## src/rtl/i2c_start_pkg.sv

```systemverilog
package i2c_start_pkg;
  typedef enum logic [1:0] {
    ST_IDLE   = 2'd0,
    ST_FIRST  = 2'd1,
    ST_SECOND = 2'd2,
    ST_HELD   = 2'd3
  } startState_t;

  typedef struct packed {
    logic loadCnt;
    logic decCnt;
    logic setDone;
    logic setColl;
  } startStrobe_t;
endpackage

```

## src/rtl/i2c_start_dp.sv

```systemverilog
module i2c_start_dp
  import i2c_start_pkg::*;
#(
  parameter int CNT_W = 7,
  parameter int SYNC_STAGES = 2
) (
  input  logic             clk,
  input  logic             rstN,
  input  logic             sdaIn,
  input  logic             sclIn,
  input  logic [CNT_W-1:0] reloadVal,
  input  startStrobe_t     strobe,
  input  logic             clrDone,
  input  logic             clrColl,
  output logic             sdaSync,
  output logic             sclSync,
  output logic             cntOne,
  output logic             doneFlag,
  output logic             collFlag
);
  localparam logic [CNT_W-1:0] ONE = CNT_W'(1);

  logic [SYNC_STAGES-1:0] sdaPipe;
  logic [SYNC_STAGES-1:0] sclPipe;
  logic [CNT_W-1:0]       cnt;
  logic [CNT_W-1:0]       loadVal;

  // Line synchronisers, reset to the released (high) level
  generate
    for (genvar i = 0; i < SYNC_STAGES; i++) begin : g_sync
      always_ff @(posedge clk or negedge rstN) begin
        if (!rstN) begin
          sdaPipe[i] <= 1'b1;
          sclPipe[i] <= 1'b1;
        end else if (i == 0) begin
          sdaPipe[i] <= sdaIn;
          sclPipe[i] <= sclIn;
        end else begin
          sdaPipe[i] <= sdaPipe[(i == 0) ? 0 : i-1];
          sclPipe[i] <= sclPipe[(i == 0) ? 0 : i-1];
        end
      end
    end
  endgenerate

  assign sdaSync = sdaPipe[SYNC_STAGES-1];
  assign sclSync = sclPipe[SYNC_STAGES-1];

  // A zero reload counts as one cycle
  assign loadVal = (reloadVal == '0) ? ONE : reloadVal;
  assign cntOne  = (cnt <= ONE);

  always_ff @(posedge clk or negedge rstN) begin
    if (!rstN)               cnt <= '0;
    else if (strobe.loadCnt) cnt <= loadVal;
    else if (strobe.decCnt)  cnt <= cnt - ONE;
  end

  always_ff @(posedge clk or negedge rstN) begin
    if (!rstN) begin
      doneFlag <= 1'b0;
      collFlag <= 1'b0;
    end else begin
      if (strobe.setDone)  doneFlag <= 1'b1;
      else if (clrDone)    doneFlag <= 1'b0;
      if (strobe.setColl)  collFlag <= 1'b1;
      else if (clrColl)    collFlag <= 1'b0;
    end
  end
endmodule

```

## src/rtl/i2c_start_ctrl.sv

```systemverilog
module i2c_start_ctrl
  import i2c_start_pkg::*;
(
  input  logic         clk,
  input  logic         rstN,
  input  logic         startReq,
  input  logic         handOff,
  input  logic         sdaSync,
  input  logic         sclSync,
  input  logic         cntOne,
  output startStrobe_t strobe,
  output logic         sdaDriveLow,
  output logic         sclDriveLow,
  output logic         busy,
  output logic         startDone
);
  startState_t state, nextState;

  always_comb begin
    nextState = state;
    strobe    = '0;
    unique case (state)
      ST_IDLE: begin
        if (startReq) begin
          if (!sdaSync || !sclSync) begin
            strobe.setColl = 1'b1;            // bus already busy
          end else begin
            strobe.loadCnt = 1'b1;
            nextState      = ST_FIRST;
          end
        end
      end
      ST_FIRST: begin
        if (!sclSync && sdaSync) begin
          strobe.setColl = 1'b1;              // clock held by another device
          nextState      = ST_IDLE;
        end else if (!sdaSync || cntOne) begin
          strobe.loadCnt = 1'b1;              // early or regular SDA assertion
          nextState      = ST_SECOND;
        end else begin
          strobe.decCnt  = 1'b1;
        end
      end
      ST_SECOND: begin
        if (cntOne) begin
          strobe.setDone = 1'b1;
          nextState      = ST_HELD;
        end else begin
          strobe.decCnt  = 1'b1;
        end
      end
      ST_HELD: begin
        if (handOff) nextState = ST_IDLE;
      end
      default: nextState = ST_IDLE;
    endcase
  end

  always_ff @(posedge clk or negedge rstN) begin
    if (!rstN) begin
      state     <= ST_IDLE;
      startDone <= 1'b0;
    end else begin
      state     <= nextState;
      startDone <= strobe.setDone;
    end
  end

  assign sdaDriveLow = (state == ST_SECOND) || (state == ST_HELD);
  assign sclDriveLow = (state == ST_HELD);
  assign busy        = (state == ST_FIRST) || (state == ST_SECOND);
endmodule

```

## src/rtl/i2c_start_gen.sv

```systemverilog
module i2c_start_gen
  import i2c_start_pkg::*;
#(
  parameter int CNT_W = 7
) (
  input  logic             clk,
  input  logic             rstN,
  input  logic             startReq,
  input  logic             handOff,
  input  logic [CNT_W-1:0] reloadVal,
  input  logic             sdaIn,
  input  logic             sclIn,
  input  logic             clrDone,
  input  logic             clrColl,
  output logic             sdaDriveLow,
  output logic             sclDriveLow,
  output logic             busy,
  output logic             startDone,
  output logic             doneFlag,
  output logic             collFlag
);
  startStrobe_t strobe;
  logic sdaSync, sclSync, cntOne;

  i2c_start_dp #(.CNT_W(CNT_W), .SYNC_STAGES(2)) u_dp (
    .clk(clk), .rstN(rstN), .sdaIn(sdaIn), .sclIn(sclIn),
    .reloadVal(reloadVal), .strobe(strobe),
    .clrDone(clrDone), .clrColl(clrColl),
    .sdaSync(sdaSync), .sclSync(sclSync), .cntOne(cntOne),
    .doneFlag(doneFlag), .collFlag(collFlag)
  );

  i2c_start_ctrl u_ctrl (
    .clk(clk), .rstN(rstN), .startReq(startReq), .handOff(handOff),
    .sdaSync(sdaSync), .sclSync(sclSync), .cntOne(cntOne),
    .strobe(strobe), .sdaDriveLow(sdaDriveLow), .sclDriveLow(sclDriveLow),
    .busy(busy), .startDone(startDone)
  );
endmodule

```

## config.mk

```make
export PLATFORM = sky130hd
export DESIGN_NAME = i2c_start_gen
export DESIGN_NICKNAME = d
export VERILOG_FILES = /design/src/rtl/i2c_start_pkg.sv /design/src/rtl/i2c_start_dp.sv /design/src/rtl/i2c_start_ctrl.sv /design/src/rtl/i2c_start_gen.sv
export SDC_FILE = /design/constraint.sdc
export NUM_CORES = 1
export LEC_CHECK = 0
export BUFFER_PORTS_ARGS = -buffer_cell sky130_fd_sc_hd__buf_4
export CAP_MARGIN = 10
export CORE_MARGIN = 4
export CORE_UTILIZATION = 56
export DETAILED_ROUTE_END_ITERATION = 12
export PLACE_DENSITY_LB_ADDON = 0.08
export SLEW_MARGIN = 10
export SYNTH_ARGS = -nofsm -noshare
export SYNTH_HDL_FRONTEND = slang
export SYNTH_SLANG_ARGS = --single-unit
```

## constraint.sdc

```tcl
create_clock -name clk -period 5.29 [get_ports clk]
set_clock_uncertainty 0.2 [all_clocks]
set_input_delay 1.058 -clock clk [delete_from_list [all_inputs] [get_ports clk]]
set_output_delay 1.058 -clock clk [all_outputs]
set_load 0.005 [all_outputs]
```

---- After elaboration in Yosys (flattened, before gate mapping) ----
Cells that the tools add are included.
word-level totals
  register bits ........................... 16
  logic and storage cells ................. 60
  output and inout port bits .............. 6
operators by class
  mux-type cells .......................... 28
  order comparisons ....................... 1
  add/subtract/negate cells ............... 1
  equal/unequal tests ..................... 8
  reduce and logical (&&, ||, !) cells .... 13
operators by type and width
  operator                                                                number
  7-bit two-way mux                                                       3
  1-bit two-way mux                                                       14
  2-bit two-way mux                                                       7
  2-bit one-hot mux with 4 select lines                                   1
  7-bit by 1-bit <= comparator with 1-bit output (second input constant)  1
  7-bit zero test                                                         1
  7-bit by 1-bit subtractor with 7-bit output (second input constant)     1
  2-bit != test (second input constant)                                   3
  1-bit one-hot mux with 2 select lines                                   3
  2-bit nonzero test                                                      3
  5-bit AND reduction                                                     1
  2-bit equality test (second input constant)                             2
  1-bit logical OR                                                        4
  3-bit by 1-bit != test with 1-bit output (second input constant)        1
  2-bit by 1-bit equality test with 1-bit output (second input constant)  1
  1-bit zero test                                                         2
  2-bit zero test                                                         1
  2-bit by 1-bit != test with 1-bit output (second input constant)        1
  1-bit logical AND                                                       1

---- Logic depth before layout (Yosys ltp) ----
  depth in word-level cells ............... 7
  mapped depth ............................ 7
  mapped depth without buffers ............ 6

---- Hierarchy ----
Synthesis repeated with hierarchy kept, for this count alone.
second synthesis, totals
  cell total of the unflattened synthesis .. 89
  area, all modules ....................... 883.3 sq um
by module, submodules not included
  module          cells an instance  sequential area each (sq um)  area an instance (sq um)  instances
  i2c_start_dp    61                 330.3                         606.8                     1
  i2c_start_ctrl  28                 75.1                          276.5                     1

---- Least setup slack after synthesis ----
OpenSTA, ideal clock, no wires.
  path type ............................... register to register
  from .................................... reg u_dp.cnt[4]
  to ...................................... reg u_dp.cnt[1]
  period minus slack after synthesis ...... 2.369 ns
  required time ........................... 4.965 ns
  library setup time ...................... 0.125 ns
  arrival time ............................ 2.044 ns
  setup slack ............................. 2.921 ns
  stages on the path, launching flop included .. 6
  cells stage by stage .................... dfrtp_1 > or4_4 > or4_4 > and2_1 > buf_6 > mux2_4
on the way
  word-level cells in the longest chain between the ends .. 6
ends and longest elaborated chain
  element                                                  line                  source
  start: declaration                                       i2c_start_dp.sv:25    logic [CNT_W-1:0] cnt;
  start signal: assignment                                 i2c_start_dp.sv:55    else if (strobe.loadCnt) cnt <= loadVal;
  start signal: assignment                                 i2c_start_dp.sv:56    else if (strobe.decCnt) cnt <= cnt - ONE;
  7-bit by 1-bit <= comparator with 1-bit output *         i2c_start_dp.sv:51    assign cntOne = (cnt <= ONE);
  1-bit logical OR                                         i2c_start_ctrl.sv:37  end else if (!sdaSync || cntOne) begin
  1-bit two-way mux                                        i2c_start_ctrl.sv:37
  2-bit two-way mux                                        i2c_start_ctrl.sv:34  if (!sclSync && sdaSync) begin
  1-bit one-hot mux with 2 select lines                    i2c_start_ctrl.sv:22  unique case (state)
  7-bit two-way mux or 2-bit nonzero test (tied branches)  n/a
Mark *: on every way between the ends. The rest lies on a longest branch, timed or not.
A chain may end at the register's enable or synchronous reset.

---- Worst setup path in the final report ----
  from .................................... reg u_ctrl.state[0]
  to ...................................... out sdaDriveLow
on the way
  word-level cells in the longest chain between the ends .. 2
ends and longest elaborated chain
  element                   line                  source
  start: declaration        i2c_start_ctrl.sv:17  startState_t state, nextState;
  start signal: assignment  i2c_start_ctrl.sv:64  state <= nextState;
  2-bit equality test       i2c_start_ctrl.sv:69  assign sdaDriveLow = (state == ST_SECOND) || (state == ST_HELD);
  1-bit logical OR *        i2c_start_ctrl.sv:69
  end: declaration          i2c_start_gen.sv:15   output logic sdaDriveLow,
Marks and branches as above.

==> results.yml <==
run_status:
  outcome: "finished, final reports clean"
critical_path:
  end_kind: "output port"
  worst_ep_arrival_time_ns: 1.46
  crit_family: "flip-flops"
  worstSetupPathType: "flip-flop to output port"
  cp_max_fo: 4
  critical_path_required_ns: 4.03
  critPathBufInv: 2
  crit_chain: "inv_1 -> ha_1 -> or2_2 -> buf_4"
  slowest_delay_ns: 0.41
  r2r_slack_ns: 2.77
  cp_slowest_cell: "dfrtp_1"
  start_kind: "flip-flop"
clock_tree:
  clk_latency_ns: 0.29
  postCtsSetupBuffers: 0
  cts_tree: "done"
  ctsResizeCount: 0
  cts-root-buf: "clkbuf_4"
  hold_buffers: 0
  cts.sinks: 16
  cts_buffers: 3
  cts_buffer_depth: 2
  clk_pin_slew_ns: 0.10
  h-tree-depth: 1
sta:
  setup_viol: 0
  fmax_ghz: 0.368
  rsz0062_at_grt: "no"
  final.setup.tns_ns: 0
  tightest_slew_ns: 0.756
  finalWorstSetupSlack_ns: 2.57
  final.min_clock_period_ns: 2.72
  report.final.slew_viol_count: 0
  hold_viol: 0
  finalCritPeriodShare: 0.514
  max_slew_margin: 0.492
logic_synthesis:
  synth_ff_type: "dfrtp_1"
  ys_top_cells_by_count: "dfrtp_1, inv_1, ha_1, a21oi_1"
  synth_cell_types: 37
  yosys.area.top_type: "dfrtp_1"
  syn_avg_cell_area_sq_um: 10.3
  synth_top_cell_area_share: 0.314
  ys_seq_area_frac: 0.424
  ys.warnings.count: 0
  synth_fp_nets: 114
  syn_area_sq_um: 956
  async_reset_ff_frac: 1.00
  synth_edf_count: 0
  synthCells: 93
  yosys.cell_count.top_type: "dfrtp_1"
  ys_ff_latch: 16
  synth.area.top_cells: "dfrtp_1, dfstp_2, ha_1"
placement:
  hpwl_um: 1690
  dpl_worst_slack_ns: 2.73
  io_buffers: 20
  gp_congestion: 0.842
route:
  drc: 0
  ant_nets: 0
  drtIter0Drc: 40
  vias: 791
  vias_per_cell: 5.99
  routedWlPerCell_um: 16.6
  firstDrtPassIters: 4
  routed_wirelength_um: 2190
floorplanning:
  die-area_sq_um: 2430
  core_area_sq_um: 1560
  die_h_um: 49.3
  start_util: 0.613
  ioPinCount: 21
  die_x_um: 49.3
  rows: 14
power:
  power_switching_mw: 0.225
  peakVddDrop_mv: 0.283
  p_clk_frac: 0.142
  p_seq_frac: 0.370
  power_density_nw_per_um2: 497
  power_switching_share: 0.394
  internal_power_mw: 0.346
  p_leak_nw: 0.546
  p_comb_frac: 0.489
layout:
  final_nets: 138
  drive_gt1_frac: 0.336
  antennaDiodeCount: 0
  syn_to_final_growth_pct: 20.4
grt:
  grt_usage: 0.199
  grt_pass1_vias: 802
  grt_pass1_wl_um: 3630
  grt_max_degree: 17
  antenna_found_initial: 0
  gr-total-overflow: 0
min_path:
  hp-class: "flip-flop to flip-flop"
job:
  cap_violations: 0
-- power groups by stage --
stage,combinational (mW),sequential [mW],clock (mW)
6_report,0.279,0.211,0.0810
5_1_grt,0.309,0.216,0.0902
4_1_cts,0.277,0.209,0.0833
3_5_place_dp,0.277,0.211,0
3_3_place_gp,0.264,0.208,0
2_1_floorplan,0.203,0.199,0
-- worst paths after layout --
| check | start | to | depth (start not counted) |
|---|---|---|---|
| max | u_ctrl.state[0]$_DFFE_PN0P_ | sdaDriveLow | 4 |
| min reg2reg | u_dp.sclPipe[0]$_DFF_PN1_ | u_dp.sclSync$_DFF_PN1_ | 0 |
| min in group asynchronous | rstN | u_ctrl.state[0]$_DFFE_PN0P_ | 1 |
| min | u_dp.sclPipe[0]$_DFF_PN1_ | u_dp.sclSync$_DFF_PN1_ | 0 |
| max reg2reg | u_dp.cnt[4]$_DFFE_PN0P_ | u_dp.cnt[3]$_DFFE_PN0P_ | 4 |
| max in group asynchronous | rstN | u_dp.sdaSync$_DFF_PN1_ | 1 |
-- worst reg2reg max path: stages, from the launching register on --
cell     delay [ns]
dfrtp_1        0.44
or4_4          0.59
or4_4          0.55
and2_1         0.28
mux2_4         0.34
-- sequential cells by signal, summed over array words and instances (netlist names), named ones only --
register / flops
u_dp.sclSync: 1
u_dp.sdaSync: 1
u_dp.doneFlag: 1
u_ctrl.startDone: 1
u_dp.collFlag: 1
u_ctrl.state: 1
u_dp.sdaPipe: 1
u_dp.sclPipe: 1
u_dp.cnt: 7
-- through the flow --
| stage | hold WS, ns | instance area (sq um) | util | cells | total power [mW] |
|---|---|---|---|---|---|
| 6_report | 0.161 | 1150 | 0.738 | 132 | 0.572 |
| 5_1_grt | 0.171 | 1150 | 0.738 | 132 | 0.616 |
| 4_1_cts | 0.162 | 1150 | 0.738 | 132 | 0.570 |
| 3_5_place_dp | 0.147 | 1110 | 0.715 | 128 | 0.488 |
| 3_3_place_gp | 0.146 | 1110 | 0.715 | 128 | 0.473 |
| 2_1_floorplan | 0.145 | 956 | - | 93 | 0.403 |
-- layout by cell type (no fill, tap or decap), drive strengths merged, types with 3 or more instances in the layout --
cell	n
nor2	4
a21oi	5
mux2	4
dfstp	4
nor3	4
a31oi	3
ha	6
clkbuf	4
and2	3
nand3	3
nand2	3
or4	4
mux2i	3
inv	8
o21ai	3
dfrtp	12
buf	20
-- final cells by class --
cell class / instances / area, sq um
Clock buffer: 4 / 36.3
Fill cell: 117 / 408
Inverter: 8 / 30.0
Multi-Input combinational cell: 68 / 509
Sequential cell: 16 / 405
Tap cell: 16 / 20.0
Timing Repair Buffer: 20 / 150
-- cells by family (layout without fill, tap and decap cells) --
family	count (synthesis)	after routing	share of synthesized area
buffers and inverters	9	32	0.0432
adder cells (fa/ha/maj)	6	6	0.0785
multiplexers	7	7	0.0903
flip-flops	16	16	0.424
AND/OR/NAND/NOR	31	31	0.192
XOR/XNOR	2	2	0.0183
AO/OA/AOI/OAI	22	22	0.153
-- per-layer routing --
metal,track usage,part of all wire,vias to the layer above
met5,0,0,-
met4,0.0616,0.011,0
met3,0.0459,0.072,4
met2,0.328,0.47,38
met1,0.255,0.44,359
li1,-,-,390
Power figures use the tool's default switching activity.
